<file path="config.mk">
export PLATFORM = sky130hd
export DESIGN_NAME = apb_regfile
export DESIGN_NICKNAME = d
export VERILOG_FILES = /design/src/rtl/apb_regfile_pkg.sv /design/src/rtl/apb_regfile_decode.sv /design/src/rtl/apb_regfile_store.sv /design/src/rtl/apb_regfile_rdpath.sv /design/src/rtl/apb_regfile.sv
export SDC_FILE = /design/constraint.sdc
export NUM_CORES = 1
export LEC_CHECK = 0
export BUFFER_PORTS_ARGS = -buffer_cell sky130_fd_sc_hd__buf_2
export CAP_MARGIN = 15
export CORE_MARGIN = 2
export CORE_UTILIZATION = 45
export DETAILED_ROUTE_END_ITERATION = 6
export PLACE_DENSITY = 0.87
export SLEW_MARGIN = 20
export SYNTH_ARGS = -nofsm -noshare
export SYNTH_HDL_FRONTEND = slang
export SYNTH_SLANG_ARGS = --single-unit
</file>
<file path="constraint.sdc">
create_clock -name clk_i -period 4.2 [get_ports clk_i]
set_input_delay 1.26 -clock clk_i [delete_from_list [all_inputs] [get_ports clk_i]]
set_output_delay 1.26 -clock clk_i [all_outputs]
set_load 0.02 [all_outputs]
</file>
<file path="src/rtl/apb_regfile_pkg.sv">
`timescale 1ns/1ps
package apb_regfile_pkg;
  typedef enum logic [1:0] {
    KIND_NONE = 2'd0,
    KIND_RW   = 2'd1,
    KIND_RO   = 2'd2,
    KIND_WO   = 2'd3
  } reg_kind_e;
endpackage

</file>
<file path="src/rtl/apb_regfile_decode.sv">
`timescale 1ns/1ps
module apb_regfile_decode
  import apb_regfile_pkg::*;
#(
  parameter int ADDR_W = 5,
  parameter int LSB    = 2,
  parameter int N_RW   = 3,
  parameter int N_RO   = 2,
  parameter int N_WO   = 1,
  parameter int IDX_W  = 3
) (
  input  logic [ADDR_W-1:0] addr_i,
  output reg_kind_e         kind_o,
  output logic [IDX_W-1:0]  slot_o
);
  localparam int WORD_W = ADDR_W - LSB;
  localparam logic [WORD_W:0] RO_BASE = (WORD_W+1)'(N_RW);
  localparam logic [WORD_W:0] WO_BASE = (WORD_W+1)'(N_RW + N_RO);
  localparam logic [WORD_W:0] TOP_END = (WORD_W+1)'(N_RW + N_RO + N_WO);

  logic [WORD_W:0] word;
  assign word = {1'b0, addr_i[ADDR_W-1:LSB]};

  always_comb begin
    kind_o = KIND_NONE;
    slot_o = '0;
    if (word < RO_BASE) begin
      kind_o = KIND_RW;
      slot_o = IDX_W'(word);
    end else if (word < WO_BASE) begin
      kind_o = KIND_RO;
      slot_o = IDX_W'(word - RO_BASE);
    end else if (word < TOP_END) begin
      kind_o = KIND_WO;
      slot_o = IDX_W'(word - WO_BASE);
    end
  end
endmodule

</file>
<file path="src/rtl/apb_regfile_store.sv">
`timescale 1ns/1ps
module apb_regfile_store
  import apb_regfile_pkg::*;
#(
  parameter int DATA_W = 32,
  parameter int N_RW   = 3,
  parameter int N_WO   = 1,
  parameter int IDX_W  = 3
) (
  input  logic                   clk_i,
  input  logic                   rst_ni,
  input  logic                   wr_i,
  input  reg_kind_e              kind_i,
  input  logic [IDX_W-1:0]       slot_i,
  input  logic [DATA_W-1:0]      wdata_i,
  input  logic [DATA_W/8-1:0]    strb_i,
  output logic [N_RW*DATA_W-1:0] rw_q_o,
  output logic [N_WO*DATA_W-1:0] wo_data_o,
  output logic [N_WO-1:0]        wo_pulse_o
);
  localparam int STRB_W = DATA_W / 8;

  for (genvar k = 0; k < N_RW; k++) begin : g_rw
    logic [DATA_W-1:0] q;
    logic              hit;
    assign hit = wr_i && (kind_i == KIND_RW) && (slot_i == IDX_W'(k));
    always_ff @(posedge clk_i or negedge rst_ni) begin
      if (!rst_ni) q <= '0;
      else if (hit) begin
        for (int b = 0; b < STRB_W; b++)
          if (strb_i[b]) q[8*b +: 8] <= wdata_i[8*b +: 8];
      end
    end
    assign rw_q_o[k*DATA_W +: DATA_W] = q;
  end

  for (genvar k = 0; k < N_WO; k++) begin : g_wo
    logic [DATA_W-1:0] d;
    logic              p;
    logic              hit;
    assign hit = wr_i && (kind_i == KIND_WO) && (slot_i == IDX_W'(k));
    always_ff @(posedge clk_i or negedge rst_ni) begin
      if (!rst_ni) begin
        d <= '0;
        p <= 1'b0;
      end else begin
        p <= hit;
        if (hit)
          for (int b = 0; b < STRB_W; b++)
            d[8*b +: 8] <= strb_i[b] ? wdata_i[8*b +: 8] : 8'h00;
      end
    end
    assign wo_data_o[k*DATA_W +: DATA_W] = d;
    assign wo_pulse_o[k] = p;
  end
endmodule

</file>
<file path="src/rtl/apb_regfile_rdpath.sv">
`timescale 1ns/1ps
module apb_regfile_rdpath
  import apb_regfile_pkg::*;
#(
  parameter int DATA_W       = 32,
  parameter int N_RW         = 3,
  parameter int N_RO         = 2,
  parameter int IDX_W        = 3,
  parameter bit RETIME_FANIN = 1'b0,
  parameter bit RETIME_RESP  = 1'b0
) (
  input  logic                   clk_i,
  input  logic                   rst_ni,
  input  reg_kind_e              kind_i,
  input  logic [IDX_W-1:0]       slot_i,
  input  logic [N_RW*DATA_W-1:0] rw_q_i,
  input  logic [N_RO*DATA_W-1:0] ro_d_i,
  output logic [DATA_W-1:0]      rdata_o
);
  logic [DATA_W-1:0] rw_val, ro_val, rw_grp, ro_grp, merged;

  always_comb begin
    rw_val = '0;
    for (int k = 0; k < N_RW; k++)
      if (kind_i == KIND_RW && slot_i == IDX_W'(k)) rw_val = rw_q_i[k*DATA_W +: DATA_W];
  end

  always_comb begin
    ro_val = '0;
    for (int k = 0; k < N_RO; k++)
      if (kind_i == KIND_RO && slot_i == IDX_W'(k)) ro_val = ro_d_i[k*DATA_W +: DATA_W];
  end

  // optional cut between per-group selection and final merge
  if (RETIME_FANIN) begin : g_fanin
    always_ff @(posedge clk_i or negedge rst_ni) begin
      if (!rst_ni) begin
        rw_grp <= '0;
        ro_grp <= '0;
      end else begin
        rw_grp <= rw_val;
        ro_grp <= ro_val;
      end
    end
  end else begin : g_no_fanin
    assign rw_grp = rw_val;
    assign ro_grp = ro_val;
  end

  assign merged = rw_grp | ro_grp;

  if (RETIME_RESP) begin : g_resp
    always_ff @(posedge clk_i or negedge rst_ni) begin
      if (!rst_ni) rdata_o <= '0;
      else         rdata_o <= merged;
    end
  end else begin : g_no_resp
    assign rdata_o = merged;
  end
endmodule

</file>
<file path="src/rtl/apb_regfile.sv">
`timescale 1ns/1ps
module apb_regfile
  import apb_regfile_pkg::*;
#(
  parameter int DATA_W       = 32,
  parameter int N_RW         = 3,
  parameter int N_RO         = 2,
  parameter int N_WO         = 1,
  parameter bit ERR_BAD_ADDR = 1'b1,
  parameter bit ERR_BAD_DIR  = 1'b1,
  parameter bit RETIME_FANIN = 1'b0,
  parameter bit RETIME_RESP  = 1'b0,
  parameter int ADDR_W_REQ   = 0,
  localparam int STRB_W      = DATA_W / 8,
  localparam int LSB         = $clog2(STRB_W),
  localparam int N_REG       = N_RW + N_RO + N_WO,
  localparam int SPAN_W      = $clog2(N_REG * STRB_W),
  localparam int MIN_AW      = (SPAN_W > LSB + 1) ? SPAN_W : LSB + 1,
  localparam int ADDR_W      = (ADDR_W_REQ > MIN_AW) ? ADDR_W_REQ : MIN_AW
) (
  input  logic                   clk_i,
  input  logic                   rst_ni,
  input  logic                   psel_i,
  input  logic                   penable_i,
  input  logic                   pwrite_i,
  input  logic [ADDR_W-1:0]      paddr_i,
  input  logic [DATA_W-1:0]      pwdata_i,
  input  logic [STRB_W-1:0]      pstrb_i,
  output logic [DATA_W-1:0]      prdata_o,
  output logic                   pready_o,
  output logic                   pslverr_o,
  input  logic [N_RO*DATA_W-1:0] ro_d_i,
  output logic [N_RW*DATA_W-1:0] rw_q_o,
  output logic [N_WO*DATA_W-1:0] wo_data_o,
  output logic [N_WO-1:0]        wo_pulse_o
);
  localparam int IDX_W = (N_REG > 1) ? $clog2(N_REG) : 1;
  localparam int LAT   = int'(RETIME_FANIN) + int'(RETIME_RESP);

  reg_kind_e        kind;
  logic [IDX_W-1:0] slot;
  logic             access, wr_en, bad_dir, err;
  logic [1:0]       wait_cnt;

  apb_regfile_decode #(
    .ADDR_W(ADDR_W), .LSB(LSB), .N_RW(N_RW), .N_RO(N_RO), .N_WO(N_WO), .IDX_W(IDX_W)
  ) u_decode (
    .addr_i(paddr_i), .kind_o(kind), .slot_o(slot)
  );

  assign access = psel_i && penable_i;
  assign wr_en  = access && pwrite_i;

  apb_regfile_store #(
    .DATA_W(DATA_W), .N_RW(N_RW), .N_WO(N_WO), .IDX_W(IDX_W)
  ) u_store (
    .clk_i(clk_i), .rst_ni(rst_ni), .wr_i(wr_en), .kind_i(kind), .slot_i(slot),
    .wdata_i(pwdata_i), .strb_i(pstrb_i), .rw_q_o(rw_q_o),
    .wo_data_o(wo_data_o), .wo_pulse_o(wo_pulse_o)
  );

  apb_regfile_rdpath #(
    .DATA_W(DATA_W), .N_RW(N_RW), .N_RO(N_RO), .IDX_W(IDX_W),
    .RETIME_FANIN(RETIME_FANIN), .RETIME_RESP(RETIME_RESP)
  ) u_rdpath (
    .clk_i(clk_i), .rst_ni(rst_ni), .kind_i(kind), .slot_i(slot),
    .rw_q_i(rw_q_o), .ro_d_i(ro_d_i), .rdata_o(prdata_o)
  );

  // read wait counter: runs through the access phase until the pipeline has filled
  always_ff @(posedge clk_i or negedge rst_ni) begin
    if (!rst_ni)                            wait_cnt <= '0;
    else if (access && !pwrite_i && !pready_o) wait_cnt <= wait_cnt + 2'd1;
    else                                    wait_cnt <= '0;
  end

  assign pready_o = access && (pwrite_i || wait_cnt == 2'(LAT));

  assign bad_dir   = (pwrite_i && kind == KIND_RO) || (!pwrite_i && kind == KIND_WO);
  assign err       = (ERR_BAD_ADDR && kind == KIND_NONE) || (ERR_BAD_DIR && bad_dir);
  assign pslverr_o = pready_o && err;
endmodule

</file>
==> results of run 1 <==
registers in the layout (all words and copies together) (netlist names):
register / flops
u_store.g_rw.q: 96
wait_cnt: 2
u_store.wo_pulse_o: 1
u_store.wo_data_o: 32
routing by layer:
layer	vias to the layer above	track usage [%]	part of all wire (%)
li1	2594	-	-
met1	2768	29.70	40
met2	241	42.84	50
met3	33	6.678	7.6
met4	0	8.791	2.0
met5	-	0	0
cells by family after synthesis:
group           synth area share [%]
compound gates                 7.169
simple gates                   12.54
mux                            26.75
fa+ha+maj                     0.5445
buf+inv                        5.445
flops                          47.55
area by class of cell:
type                            instances  area (µm²)
Multi-Input combinational cell        362        3241
Inverter                               37       138.9
Clock inverter                          8       77.57
Antenna cell                            1       2.502
Timing Repair Buffer                  285        1506
Sequential cell                       131        3278
Tap cell                              188       235.2
Clock buffer                           23       488.0
Fill cell                            1245        6122
critical path: stages:
cell	delay [ns]
buf_4	0.12
inv_1	0.05
ha_1	0.30
and4bb_1	0.25
buf_4	0.21
and3_1	0.20
a221o_1	0.28
buf_2	0.17
per-stage QoR:
| step | area [µm²] | worst slack, ns | total power, W |
|---|---|---|---|
| after floorplan | 6908 | 0.03046 | 0.002139 |
| after global routing | 8967 | 0.01672 | 0.004102 |
| after detailed placement | 8399 | 0.07234 | 0.002540 |
| after CTS | 8965 | 0.07068 | 0.003961 |
| final | 8967 | 0.09158 | 0.003932 |
| after global placement | 8399 | 0.07213 | 0.002510 |
report_power, final:
part | total (W) | switching (W) | leakage [nW] | internal [W]
registers | 0.00157 | 0.000128 | 1.64 | 0.00144
logic | 0.000951 | 0.000565 | 2.91 | 0.000386
clock network | 0.00141 | 0.000543 | 0.263 | 0.000870
total | 0.00393 | 0.00124 | 4.81 | 0.00270
layout by cell type (no fill, tap or decap), types with 5 or more instances in the layout:
master / Yosys / final
and3_1: 34 / 34
clkinvlp_4: 0 / 5
clkbuf_16: 0 / 17
inv_1: 36 / 36
buf_4: 1 / 14
nand3b_1: 30 / 30
mux2_2: 64 / 64
a221o_1: 30 / 30
mux2i_1: 62 / 62
nand2_1: 38 / 38
o21ai_0: 31 / 31
buf_2: 9 / 268
mux2_4: 32 / 32
dfrtp_1: 131 / 131
final timing paths:
path / cells after the start / to / start / slack [ns]
setup / recovery: 8 / prdata_o[1] / paddr_i[2] / 0.09
hold / removal: 1 / wait_cnt[0] / wait_cnt[0] / 0.43
setup reg to reg: 3 / wait_cnt[1] / wait_cnt[0] / 3.19
hold reg to reg: 1 / wait_cnt[0] / wait_cnt[0] / 0.43
max in group asynchronous: 2 / u_store.g_rw[2].q[15] / rst_ni / 2.43
min in group asynchronous: 1 / u_store.g_rw[0].q[10] / rst_ni / 0.91
==> results.md, run 1 <==
* Buffers on Ports at 270
* DRC errors left at 0
* CTS tree: built
* Final Cycle Share at 97.82%
* Peak Freq at 243.4 MHz
* Clock Pin Slew Worst Setup and Hold Paths at 0.06 ns
* Netlist cell types at 35
* GP Congestion at 0.7902
* CP Data Required Time at 2.94 ns
* Root Buffer: clkbuf_16
* Top cell type's share of synthesized area at 47.55%
* Final core occ at 59.43%
* Tot GR Track Use at 24.72%
* FP Rows at 45
* Setup Crit Path Kind: primary input to output port
* Count leader, synth: dfrtp_1
* EDFF count, synth at 0
* CTS HTree Levels at 4
* Syn Nets at 684
* Initial antenna violation count at 1
* Syn Std Cell Area at 6894 µm²
* Post-Route Skew at 0.005651 ns
* Arr. time, crit path at 2.85 ns
* Layout cells sized above 1 at 49.76%
* Worst slew pin tran at 0.7643 ns
* Final setup TNS at 0 ns
* Final Max Tran Viols at 0
* First-pass iteration count of the detailed router at 4
* Peak VDD IR at 0.0002346 V
* Longest Clk Path Bufs at 2
* Area of the core at 15,090 µm²
* First-pass GRT wire length at 30,540 µm
* # setup viols final at 0
* Routed WL per cell at 19.54 µm
* Later-pin clock latency in the skew report at 0.42 ns
* Clock Sinks at 131
* Leakage at 4.813 nW
* Final instance count without filler cells at 1,035
* Avg Cell Area, Syn at 12.07 µm²
* CTS Hold Bufs at 0
* Max_cap viols at 0
* Setup bufs post-CTS at 0
* Fin. Hold Viols at 0
* Seq/Total Area, Yosys at 47.55%
* Slew headroom at 49.05%
* Most used DFF post-synth: dfrtp_1
* TritonCTS buffer count at 17
* Min Hold Slack at 0.4348 ns
* Run status: complete, no violations
* DR iter-0 viols at 324
* Type of origin of the critical path: primary input
* Final HPWL DP at 14,550 µm
* Synthesis warning total at 0
* Number of instances in the placed design at 1,003
* Initial Utilization at 45.69%
* Min Clock Period, post-route at 4.108 ns
* Largest net degree at the start of global routing at 74
* Cells after Synth at 571
* Final net count at 947
* Chip Width at 127.8 µm
* Resized Gates After CTS at 0
* Die area at 16,330 µm²
* Final WL at 20,230 µm
* Synth area leader: dfrtp_1
* CP Capture Type: output port
* Ports at 273
* Vias per cell at 5.445
* Synth area leaders: dfrtp_1, mux2_2, mux2i_1
* Pwr Density at 438.5 nW/µm²
* CP max FO at 20
* RSZ-0062 raised after global routing: no
* Final ANT Viol Nets at 0
* Yosys reg bits at 131
* Grt total ovfl at 0
* Path category of the worst min-delay check: flip-flop to flip-flop
* Area Overhead vs Synth at 30.07%
* Via count at 5,636
* Synth top cells by count: dfrtp_1, mux2_2, mux2i_1, nand2_1, inv_1
* Vias in the first global route at 5,596
* Asr flop ratio synth at 100.0%
* Die Ht at 127.8 µm
No activity file was read; power rests on OpenSTA's default activity.
==> inputs of run 2 (changes only) <==
--- a/config.mk
+++ b/config.mk
@@ -5,12 +5,13 @@
 export SDC_FILE = /design/constraint.sdc
 export NUM_CORES = 1
 export LEC_CHECK = 0
+export ABC_AREA = 1
 export BUFFER_PORTS_ARGS = -buffer_cell sky130_fd_sc_hd__buf_2
 export CAP_MARGIN = 15
 export CORE_MARGIN = 2
-export CORE_UTILIZATION = 45
+export CORE_UTILIZATION = 44
 export DETAILED_ROUTE_END_ITERATION = 6
-export PLACE_DENSITY = 0.87
+export PLACE_DENSITY = 0.86
 export SLEW_MARGIN = 20
 export SYNTH_ARGS = -nofsm -noshare
 export SYNTH_HDL_FRONTEND = slang
==> run 2 against run 1 <==
  * Combinational power is 0.6% higher
  * Clock power about the same
  * Utilization up 0.43 points
  * Register-to-register slack improved by 0.13 ns
  * Synthesized cell count grew 39%
  * Flip-flop and latch count unchanged
  * Critical endpoint is now prdata_o[10]
  * Largest cell class unchanged
==> results.md, run 2 <==
* Netlist cell types at 28 (-20%)
* Most used DFF post-synth: dfrtp_1
* Dpl cell area at 8162 µm² (-2.8%)
* TritonCTS buffer count at 17 (unchanged)
* Fillers at 1,287 (+3.4%)
* Final HPWL DP at 15,170 µm (+4.3%)
* First-pass iteration count of the detailed router at 5 (+1)
* CP max FO at 21 (+5.0%)
* Most common cell after layout, fill and taps aside: buf_2
* Tot GR Track Use at 26.36% (+1.6 points)
* Setup bufs post-CTS at 0 (unchanged)
* Top cell type's share of synthesized area at 49.79% (+2.2 points)
* Clock Sinks at 131 (unchanged)
* Antenna cell count at 0 (-1)
* Routed WL per cell at 16.88 µm (-14%)
* Longest Clk Path Bufs at 2 (unchanged)
* Multi-input gate area at 2739 µm² (-15%)
* Leakage at 4.653 nW (-3.3%)
* CTS Hold Bufs at 0 (unchanged)
* Length of routed met2 wiring at 10,180 µm (+0.74%)
* Final Max Tran Viols at 0 (unchanged)
* Grt total ovfl at 0 (unchanged)
* Synth area leader: dfrtp_1
* Area of the core at 14,590 µm² (-3.3%)
* EDFF count, synth at 0 (unchanged)
* Largest net degree at the start of global routing at 80 (+8.1%)
* Vias per cell at 5.416 (-0.54%)
* Post-Route Skew at 0.00003189 ns (-0.005620 ns)
* Layout cells sized above 1 at 34.30% (-15 points)
* Pwr Density at 446.2 nW/µm² (+1.8%)
* CTS tree: built
* Met1 wire length at 8369 µm (+2.5%)
* Die Ht at 126.3 µm (-1.1%)
* Post-synthesis compound-gate area fraction at 16.32% (+9.2 points)
* Via count at 6,759 (+20%)
* RSZ-0062 raised after global routing: no
* Initial antenna violation count at 0 (-1)
* Setup Crit Path Kind: primary input to output port
* Resized Gates After CTS at 0 (unchanged)
* Largest Register: u_store.g_rw.q
* Synth area leaders: dfrtp_1, nand2_1, o21ai_0
* Min Hold Slack at 0.4224 ns (-0.01242 ns)
* Asr flop ratio synth at 100.0% (unchanged)
* Combinational family with the most area after synthesis: simple AND/OR/NAND/NOR gates
* Critical-path cell list: buf_2 > inv_2 > ha_1 > inv_1 > nand2_1 > nand2_1 > nand2_1 > nand2_2 > nor2_4 > buf_12 > nand4_1 > nand3_2 > buf_4
* Most frequent cells in the layout: buf_2, nand2_1, dfrtp_1
* DR iter-0 viols at 445 (+37%)
* Critical path's slowest cell: ha_1
* Slowest Stage Delay on Critical Path at 0.29 ns (about the same)
* Max_cap viols at 0 (unchanged)
* Fin. Hold Viols at 0 (unchanged)
* Uppermost routed layer: met4
* Most numerous cell on the critical path: nand2_1
* DRC errors left at 0 (unchanged)
* Chip Width at 126.3 µm (-1.1%)
* Max reg flops at 96 (unchanged)
* Post-route cell area at 8733 µm² (-2.6%)
* Syn Std Cell Area at 6584 µm² (-4.5%)
* Yosys reg bits at 131 (unchanged)
* Type of origin of the critical path: primary input
* Initial Utilization at 45.13% (-0.56 points)
* FP Rows at 44 (-2.2%)
* Final setup TNS at 0 ns (unchanged)
* Final instance count without filler cells at 1,248 (+21%)
* Final Cycle Share at 96.16% (-1.7 points)
* Slew headroom at 38.97% (-10 points)
* Clock Pin Slew Worst Setup and Hold Paths at 0.05 ns (about the same)
* Synth top cells by count: nand2_1, dfrtp_1, o21ai_0, inv_1, nand4_1
* Final ANT Viol Nets at 0 (unchanged)
* DR WL met3 at 1737 µm (+12%)
* Min Clock Period, post-route at 4.039 ns (-0.06951 ns)
* Area Overhead vs Synth at 32.65%
* Root Buffer: clkbuf_16
* Final net count at 1,165 (+23%)
* CP Capture Type: output port
* Register area at 3278 µm² (unchanged)
* CP Data Required Time at 2.94 ns (about the same)
* Worst slew pin tran at 0.9154 ns (+0.1511 ns)
* Run status: complete, no violations
* Final core occ at 59.86% (+0.43 points)
* Syn Nets at 907 (+33%)
* Peak VDD IR at 0.0002463 V (+5.0%)
* Reg-to-reg slack, setup at 3.32 ns (+0.13 ns)
* Post-synthesis mux area share at 0% (-27 points)
* Synthesis warning total at 0 (unchanged)
* Vias in the first global route at 6,490 (+16%)
* CTS HTree Levels at 4 (unchanged)
* Synth Area in Simple Gates at 24.36% (+12 points)
* Later-pin clock latency in the skew report at 0.41 ns (about the same)
* GP Congestion at 0.8447 (+6.9%)
* Cells after Synth at 794 (+39%)
* Arr. time, crit path at 2.78 ns (-0.07 ns)
* Die area at 15,960 µm² (-2.3%)
* Path category of the worst min-delay check: flip-flop to flip-flop
* Avg Cell Area, Syn at 8.292 µm² (-31%)
* First-pass GRT wire length at 32,870 µm (+7.6%)
* Peak Freq at 247.6 MHz (+1.7%)
* Buffers on Ports at 270 (unchanged)
* Final WL at 21,070 µm (+4.2%)
* Ports at 273 (unchanged)
* Xor and xnor area share after synthesis at 0% (unchanged)
* # setup viols final at 0 (unchanged)
* Number of instances in the placed design at 1,217 (+21%)
* Seq/Total Area, Yosys at 49.79% (+2.2 points)
* Count leader, synth: nand2_1
* Adder-cell area share of the yosys netlist at 0.5701% (+0.026 points)
run 2: cells by family after synthesis:
| family | Yosys count |
|---|---|
| AND/OR/NAND/NOR | 332 |
| AO/OA/AOI/OAI | 196 |
| buffers and inverters | 132 |
| flip-flops | 131 |
| adder cells (fa/ha/maj) | 3 |
run 2: power breakdown:
part	internal (W)	switching (W)
clock network	0.000870	0.000517
logic	0.000326	0.000631
registers	0.00143	0.000128
run 2: per-layer routing:
metal	up-vias	global-route usage, %
met2	345	44.21
met4	0	12.99
li1	3196	-
met3	47	7.381
met5	-	0
met1	3171	31.25
run 2: layout make-up:
class	instances	area share [%]
Multi-Input combinational cell	531	31.36
Sequential cell	131	37.54
Timing Repair Buffer	290	18.70
Inverter	81	3.481
Clock buffer	26	5.716
Tap cell	184	2.636
Clock inverter	5	0.5731
run 2: final timing paths:
| path | to | depth (start not counted) | from |
|---|---|---|---|
| setup reg to reg | wait_cnt[0] | 5 | wait_cnt[0] |
| min in group asynchronous | u_store.wo_data_o[24] | 1 | rst_ni |
| max in group asynchronous | u_store.g_rw[2].q[15] | 2 | rst_ni |
| hold / removal | wait_cnt[0] | 1 | wait_cnt[0] |
| setup / recovery | prdata_o[10] | 13 | paddr_i[3] |
| hold reg to reg | wait_cnt[0] | 1 | wait_cnt[0] |
run 2: worst max-delay path, delay by kind of cell:
family / cells / cell delay (ns)
and+or+nand+nor: 7 / 0.65
adders and majority gates: 1 / 0.29
buffers and inverters: 5 / 0.57
run 2: per-stage QoR:
step | total power, W | setup slack, ns
after floorplan | 0.002103 | 0.4662
after global placement | 0.002494 | 0.1493
after detailed placement | 0.002521 | 0.07940
after CTS | 0.003911 | 0.07261
after global routing | 0.004073 | 0.005794
final | 0.003897 | 0.1611
